==> src/rtl/ardec_pkg.sv <==
package ardec_pkg;
    localparam int ADDR_W    = 40;
    localparam int LIMIT_LSB = 24;
    localparam int LIMIT_W   = ADDR_W - LIMIT_LSB;
    localparam int LINE_LSB  = 6;
    localparam int LINE_W    = ADDR_W - LINE_LSB;
    localparam int NWAYS     = 8;
    localparam int TGT_W     = 2;
    localparam int NTGT      = 1 << TGT_W;
    localparam int CODE_W    = 3;
    localparam int MAP_W     = NTGT * 2 * CODE_W;

    typedef enum logic [1:0] {
        HASH_LOW  = 2'd0,
        HASH_XOR  = 2'd1,
        HASH_MOD3 = 2'd2,
        HASH_BAD  = 2'd3
    } hash_mode_e;

    typedef enum logic [2:0] {
        MAP_NONE  = 3'd0,
        MAP_CH0   = 3'd1,
        MAP_CH1   = 3'd2,
        MAP_MIRR  = 3'd3,
        MAP_CH2   = 3'd4,
        MAP_SPR0  = 3'd5,
        MAP_SPR1  = 3'd6,
        MAP_RSVD  = 3'd7
    } map_code_e;
endpackage

==> src/rtl/rid_rule_match.sv <==
module rid_rule_match
    import ardec_pkg::*;
#(
    parameter int NUM_RULES = 8,
    localparam int IDX_W = $clog2(NUM_RULES)
) (
    input  logic [NUM_RULES-1:0]              rule_en,
    input  logic [NUM_RULES-1:0][LIMIT_W-1:0] rule_lim,
    input  logic [LIMIT_W-1:0]                addr_hi,
    output logic                              hit,
    output logic [IDX_W-1:0]                  hit_idx
);
    logic [NUM_RULES-1:0] in_range;

    for (genvar i = 0; i < NUM_RULES; i++) begin : g_cmp
        if (i == 0) begin : g_first
            assign in_range[i] = rule_en[i] && (addr_hi < rule_lim[i]);
        end else begin : g_rest
            assign in_range[i] = rule_en[i] && (addr_hi >= rule_lim[i-1])
                                 && (addr_hi < rule_lim[i]);
        end
    end

    always_comb begin
        hit     = 1'b0;
        hit_idx = '0;
        for (int i = NUM_RULES - 1; i >= 0; i--) begin
            if (in_range[i]) begin
                hit     = 1'b1;
                hit_idx = IDX_W'(i);
            end
        end
    end
endmodule

==> src/rtl/rid_way_hash.sv <==
module rid_way_hash
    import ardec_pkg::*;
(
    input  logic [1:0]        mode,
    input  logic [LINE_W-1:0] line,
    output logic [2:0]        way,
    output logic              legal
);
    localparam int SUM_W = $clog2(LINE_W * 2 + 1);

    logic [SUM_W-1:0] wsum;
    logic [1:0]       rem3;

    // 2^k mod 3 alternates 1, 2: weight each line bit accordingly
    always_comb begin
        wsum = '0;
        for (int k = 0; k < LINE_W; k++) begin
            if (line[k]) wsum = wsum + ((k % 2 == 1) ? SUM_W'(2) : SUM_W'(1));
        end
        rem3 = 2'(wsum % SUM_W'(3));
    end

    always_comb begin
        way   = '0;
        legal = 1'b1;
        unique case (hash_mode_e'(mode))
            HASH_LOW:  way = line[2:0];
            HASH_XOR:  way = line[2:0] ^ line[12:10];
            HASH_MOD3: way = {line[0], rem3};
            HASH_BAD:  legal = 1'b0;
        endcase
    end
endmodule

==> src/rtl/rid_chan_map.sv <==
module rid_chan_map
    import ardec_pkg::*;
(
    input  logic [CODE_W-1:0] code,
    input  logic              is_write,
    input  logic              mirror_odd,
    output logic [1:0]        channel,
    output logic              ok
);
    always_comb begin
        channel = 2'd0;
        ok      = 1'b1;
        unique case (map_code_e'(code))
            MAP_CH0,  MAP_SPR0: channel = 2'd0;
            MAP_CH1,  MAP_SPR1: channel = 2'd1;
            MAP_CH2:            channel = 2'd2;
            MAP_MIRR:           channel = (!is_write && mirror_odd) ? 2'd1 : 2'd0;
            MAP_NONE, MAP_RSVD: ok = 1'b0;
        endcase
    end
endmodule

==> src/rtl/range_interleave_decoder.sv <==
module range_interleave_decoder
    import ardec_pkg::*;
#(
    parameter int NUM_RULES = 8,
    localparam int IDX_W = $clog2(NUM_RULES),
    localparam int CFG_AW = $clog2(2 * NUM_RULES + 1)
) (
    input  logic              clk,
    input  logic              rst_n,
    input  logic              cfg_we,
    input  logic [CFG_AW-1:0] cfg_addr,
    input  logic [31:0]       cfg_wdata,
    input  logic              req_valid,
    input  logic              req_write,
    input  logic [ADDR_W-1:0] req_addr,
    output logic              rsp_valid,
    output logic [TGT_W-1:0]  rsp_target,
    output logic [2:0]        rsp_ways,
    output logic              rsp_node,
    output logic              rsp_node_ok,
    output logic [1:0]        rsp_channel,
    output logic              rsp_chan_ok
);
    localparam int MAP_SEL = 2 * NUM_RULES;

    typedef enum logic [1:0] {ST_MISS, ST_HIT} out_state_e;

    logic [NUM_RULES-1:0]              rule_en;
    logic [NUM_RULES-1:0][1:0]         rule_mode;
    logic [NUM_RULES-1:0][LIMIT_W-1:0] rule_lim;
    logic [NUM_RULES-1:0][31:0]        rule_list;
    logic [MAP_W-1:0]                  mapper;

    logic unused_cfg_bits, unused_addr_bits;
    assign unused_cfg_bits  = ^{cfg_wdata[30:18], cfg_wdata[31:MAP_W]};
    assign unused_addr_bits = ^req_addr[LINE_LSB-1:0];

    // table write port
    always_ff @(posedge clk) begin
        if (!rst_n) begin
            rule_en   <= '0;
            rule_mode <= '0;
            rule_lim  <= '0;
            rule_list <= '0;
            mapper    <= '0;
        end else if (cfg_we) begin
            if (32'(cfg_addr) < MAP_SEL) begin
                if (cfg_addr[0]) begin
                    rule_list[cfg_addr[CFG_AW-1:1]] <= cfg_wdata;
                end else begin
                    rule_en[cfg_addr[CFG_AW-1:1]]   <= cfg_wdata[31];
                    rule_mode[cfg_addr[CFG_AW-1:1]] <= cfg_wdata[17:16];
                    rule_lim[cfg_addr[CFG_AW-1:1]]  <= cfg_wdata[LIMIT_W-1:0];
                end
            end else if (32'(cfg_addr) == MAP_SEL) begin
                mapper <= cfg_wdata[MAP_W-1:0];
            end
        end
    end

    logic             hit;
    logic [IDX_W-1:0] hit_idx;

    rid_rule_match #(.NUM_RULES(NUM_RULES)) u_match (
        .rule_en (rule_en),
        .rule_lim(rule_lim),
        .addr_hi (req_addr[ADDR_W-1:LIMIT_LSB]),
        .hit     (hit),
        .hit_idx (hit_idx)
    );

    logic [2:0] way;
    logic       mode_legal;

    rid_way_hash u_hash (
        .mode (rule_mode[hit_idx]),
        .line (req_addr[ADDR_W-1:LINE_LSB]),
        .way  (way),
        .legal(mode_legal)
    );

    logic [31:0]       sel_list;
    logic [TGT_W-1:0]  target;
    logic [NTGT-1:0]   present;
    logic [CODE_W-1:0] code;

    assign sel_list = rule_list[hit_idx];
    assign target   = sel_list[{way, 2'b00} +: TGT_W];
    assign code     = mapper[CODE_W * {target, req_write} +: CODE_W];

    for (genvar v = 0; v < NTGT; v++) begin : g_present
        logic [NWAYS-1:0] eq;
        for (genvar j = 0; j < NWAYS; j++) begin : g_way
            assign eq[j] = (sel_list[4*j +: TGT_W] == TGT_W'(v));
        end
        assign present[v] = |eq;
    end

    logic [1:0] channel;
    logic       chan_ok;

    rid_chan_map u_map (
        .code      (code),
        .is_write  (req_write),
        .mirror_odd(req_addr[24] ^ req_addr[12] ^ req_addr[6]),
        .channel   (channel),
        .ok        (chan_ok)
    );

    out_state_e next_state;

    always_comb begin
        next_state = (req_valid && hit && mode_legal) ? ST_HIT : ST_MISS;
    end

    always_ff @(posedge clk) begin
        if (!rst_n) begin
            rsp_valid   <= 1'b0;
            rsp_target  <= '0;
            rsp_ways    <= '0;
            rsp_node    <= 1'b0;
            rsp_node_ok <= 1'b0;
            rsp_channel <= '0;
            rsp_chan_ok <= 1'b0;
        end else begin
            unique case (next_state)
                ST_HIT: begin
                    rsp_valid   <= 1'b1;
                    rsp_target  <= target;
                    rsp_ways    <= 3'($countones(present));
                    rsp_node    <= (target == 2'd2);
                    rsp_node_ok <= (target == 2'd1) || (target == 2'd2);
                    rsp_channel <= chan_ok ? channel : 2'd0;
                    rsp_chan_ok <= chan_ok;
                end
                default: begin
                    rsp_valid   <= 1'b0;
                    rsp_target  <= '0;
                    rsp_ways    <= '0;
                    rsp_node    <= 1'b0;
                    rsp_node_ok <= 1'b0;
                    rsp_channel <= '0;
                    rsp_chan_ok <= 1'b0;
                end
            endcase
        end
    end

    assert_miss_zero_R13: assert property (@(posedge clk) disable iff (!rst_n)
        !rsp_valid |-> (rsp_target == 0 && rsp_ways == 0 && !rsp_chan_ok && !rsp_node_ok));
    assert_latency_R13: assert property (@(posedge clk) disable iff (!rst_n)
        rsp_valid |-> $past(req_valid));
    assert_ways_range_R12: assert property (@(posedge clk) disable iff (!rst_n)
        rsp_valid |-> (rsp_ways >= 3'd1 && rsp_ways <= 3'd4));
    assert_chan_legal_R8: assert property (@(posedge clk) disable iff (!rst_n)
        rsp_chan_ok |-> (rsp_channel != 2'd3 && rsp_valid));
    assert_node_target_R7: assert property (@(posedge clk) disable iff (!rst_n)
        rsp_node_ok |-> (rsp_target != 2'd0 && rsp_target != 2'd3));
endmodule

==> config.mk <==
export PLATFORM = sky130hd
export DESIGN_NAME = range_interleave_decoder
export DESIGN_NICKNAME = d
export VERILOG_FILES = /design/src/rtl/ardec_pkg.sv /design/src/rtl/rid_rule_match.sv /design/src/rtl/rid_way_hash.sv /design/src/rtl/rid_chan_map.sv /design/src/rtl/range_interleave_decoder.sv
export SDC_FILE = /design/constraint.sdc
export NUM_CORES = 1
export LEC_CHECK = 0
export BUFFER_PORTS_ARGS = -buffer_cell sky130_fd_sc_hd__buf_2
export CAP_MARGIN = 0
export CELL_PAD_IN_SITES_DETAIL_PLACEMENT = 1
export CELL_PAD_IN_SITES_GLOBAL_PLACEMENT = 1
export CORE_ASPECT_RATIO = 1.5
export CORE_MARGIN = 3
export CORE_UTILIZATION = 35
export CTS_CLUSTER_SIZE = 30
export DETAILED_ROUTE_END_ITERATION = 10
export PLACE_DENSITY_LB_ADDON = 0.08
export RECOVER_POWER = 100
export SLEW_MARGIN = 10
export SYNTH_ARGS = -nofsm -noshare
export SYNTH_HDL_FRONTEND = slang
export SYNTH_SLANG_ARGS = --single-unit
export TNS_END_PERCENT = 50
==> constraint.sdc <==
create_clock -name clk -period 32.4 [get_ports clk]
set_clock_uncertainty 0.15 [all_clocks]
set_input_delay 1.62 -clock clk [delete_from_list [all_inputs] [get_ports clk]]
set_output_delay 1.62 -clock clk [all_outputs]
set_load 0.1 [all_outputs]
==> qor.csv <==
stage,metric,value,unit
run_status,outcome,"complete, but fails checks",
run_status,violations,"capacitance limit, slew limit",
detailed_routing,drtIter0Drc,759,
clock_network,htree_levels,2,
floorplan,dieWidth,216,µm
clock_network,clk_transition_reported_paths,60,ps
clock_network,cts_buffers,36,
setup_path,cp_max_fo,14,
clock_network,clock_latency,540,ps
synth,synth-seq-cells,315,
final_layout,drive_above_1_share,7.44,%
setup_path,criticalPathCategory,input port to register,
min_path,whs_endpoint,rule_list[93],
min_path,hold_start,rule_list[93],
setup_path,critPathLaunchType,input port,
placed_design,hpwlAfterDp,57300,µm
synth,seq_area_frac_synth,27.1,%
global_route,antenna_found_initial,5,
global_route,grt_overflow,0,
synth,synthCells,3026,
global_route,grt_use_total,22.8,%
sta,worst_pin_slew,4440,ps
min_path,min_delay_path_depth,2,
sta,min_period,27720,ps
floorplan,rows,115,
detailed_routing,ant_nets,0,
setup_path,crit_start,req_addr[6],
synth,synth_area,0.0232,mm²
synth,synth_top_cell_area_share,27.1,%
global_route,grt_max_degree,117,
synth,async_flop_share,0,%
final_layout,area_growth,9.41,%
detailed_routing,drc_errors,0,
synth,syn_area_per_cell,7.68,µm²
setup_path,end_kind,register,
detailed_routing,via_count,21100,
job,maxCapViolCount,8,
global_route,grt_pass1_vias,22200,
setup_path,slowest_delay,1640,ps
placed_design,finalWeightedCongestion,0.825,
placed_design,port_buffers,83,
sta,post-route-period-util,85.5,%
detailed_routing,viasPerCell,5.41,
floorplan,die-area,0.0696,mm²
setup_path,critPathSlowestCell,mux2i_1,
sta,fin_tns_setup,0,ps
clock_network,cts_resized,0,
detailed_routing,first_pass_iters,4,
setup_path,required,32700,ps
clock_network,tritoncts,yes,
final_layout,postLayoutCellArea,0.0254,mm²
synth,yosys_warnings,0,
floorplan,initial_utilization,35.4,%
detailed_routing,totalWireLength,80900,µm
final_layout,final_nets,3244,
synth,synth_edf_count,0,
synth,synth_top_cell_by_area,dfxtp_1,
floorplan,coreArea,0.0656,mm²
synth,synthTopCellsByArea,"dfxtp_1 27%, nand2_1 12%, a21boi_0 9.9%",
synth,syn_nets,3274,
min_path,hp-class,register to register,
synth,synth.most_common_cell,nand2_1,
sta,relSlewSlack,-196,%
clock_network,postCtsHoldBufs,0,
synth,synth_top_flop_cell,dfxtp_1,
setup_path,reg2reg_to,rsp_chan_ok,
sta,fmax,36.1,MHz
clock_network,clk_path_buf_depth,3,
clock_network,root_buffer,clkbuf_16,
synth,netlist_top_cells_count,"764 x nand2_1, 315 x dfxtp_1, 307 x a21boi_0",
global_route,grt_pass1_wl,126000,µm
clock_network,cts_sinks,315,
synth,yosys.cell_types.count,104,
clock_network,post-cts-setup-buffer-count,0,
floorplan,ioPinCount,93,
detailed_routing,wl_per_cell,20.7,µm
setup_path,crit_top_cell,ha_1,
sta,drv_slew,461,
floorplan,die_y,322,µm
sta,rsz0062_at_grt,false,
sta,finalSetupViolCount,0,
setup_path,reg2reg_slack,18630,ps
placed_design,placed_cell_area,0.0243,mm²
setup_path,rr_startpoint,rule_lim[18],
sta,hold_violations,0,
setup_path,crit_arrival,28020,ps
setup_path,reg2reg_depth,33,
==> worst max-delay path: cells and delay by family <==
family	cells	cell delay, ps
and+or+nand+nor	34	6430
buffers and inverters	8	720
adders and majority gates	18	5360
muxes	9	4160
AOI/OAI and AO/OA	26	6570
xor gates and xnor gates	13	3060
==> logic make-up after synthesis <==
| family | synth area share, % |
|---|---|
| AOI/OAI and AO/OA | 21.7 |
| xor gates and xnor gates | 7.18 |
| adders and majority gates | 9.10 |
| buffers and inverters | 5.40 |
| DFF | 27.1 |
| muxes | 5.61 |
| and+or+nand+nor | 23.9 |
==> stage by stage <==
stage	hold WS, ps	setup WS, ps	instances	utilization (%)
CTS	314	6320	3901	38.9
global placement	297	6530	3835	37.0
detailed placement	305	5880	3835	37.0
floorplan	289	9990	3026	-
finish	312	4680	3904	38.8
global route	338	2330	3903	38.8
==> cells in the final DEF, fill, tap and decap left out, drive strengths merged, types with 9 or more instances in the layout <==
cell	instances
inv	159
xor2	47
dfxtp	315
nand4	35
a211oi	48
a21boi	309
nand3b	10
nor2	106
a22oi	16
o22ai	13
or2	9
xnor3	16
o31ai	10
mux2	28
buf	81
mux2i	86
xnor2	86
nand2	766
nor3	40
nor4	10
a21o	31
nor2b	69
ha	165
o211ai	9
o21ai	80
nand2b	46
nor3b	11
and3	14
nand3	48
a21oi	120
clkinv	9
and2	24
clkbuf	71
==> layout make-up <==
class	count	area, µm²
Inverter	158	593
Antenna cell	3	7.51
Clock buffer	53	1090
Tap cell	877	1100
Clock inverter	13	129
Fill cell	8083	40200
Multi-Input combinational cell	2386	15700
Timing Repair Buffer	99	503
Sequential cell	315	6310
==> worst max path at each step <==
| stage | endpoint | slack (ps) | cells after the start |
|---|---|---|---|
| 2_1_floorplan | rsp_chan_ok | 9990 | 110 |
| 3_3_place_gp | rsp_chan_ok | 6530 | 108 |
| 3_5_place_dp | rsp_chan_ok | 5880 | 109 |
| 4_1_cts | rsp_chan_ok | 6320 | 109 |
| 5_1_grt | rsp_chan_ok | 2330 | 109 |
| 6_report | rsp_chan_ok | 4680 | 108 |
==> layer usage <==
metal,share of wire (%),routed length (µm),global-route usage [%]
met1,40,32300,24.4
met2,55,44800,46.6
met3,1.8,1440,1.85
met4,2.9,2370,6.53
met5,0,0,0
==> flip-flops by register name, summed over array words and instances (netlist names), 2 cells and up <==
signal       cells
rule_list      128
rsp_channel      2
rule_mode       16
rsp_target       2
rsp_ways         3
mapper          24
rule_en          8
rule_lim       128
Power is not shown: default switching activity piles up to over one toggle a cycle in this logic, so the estimate is an artifact.
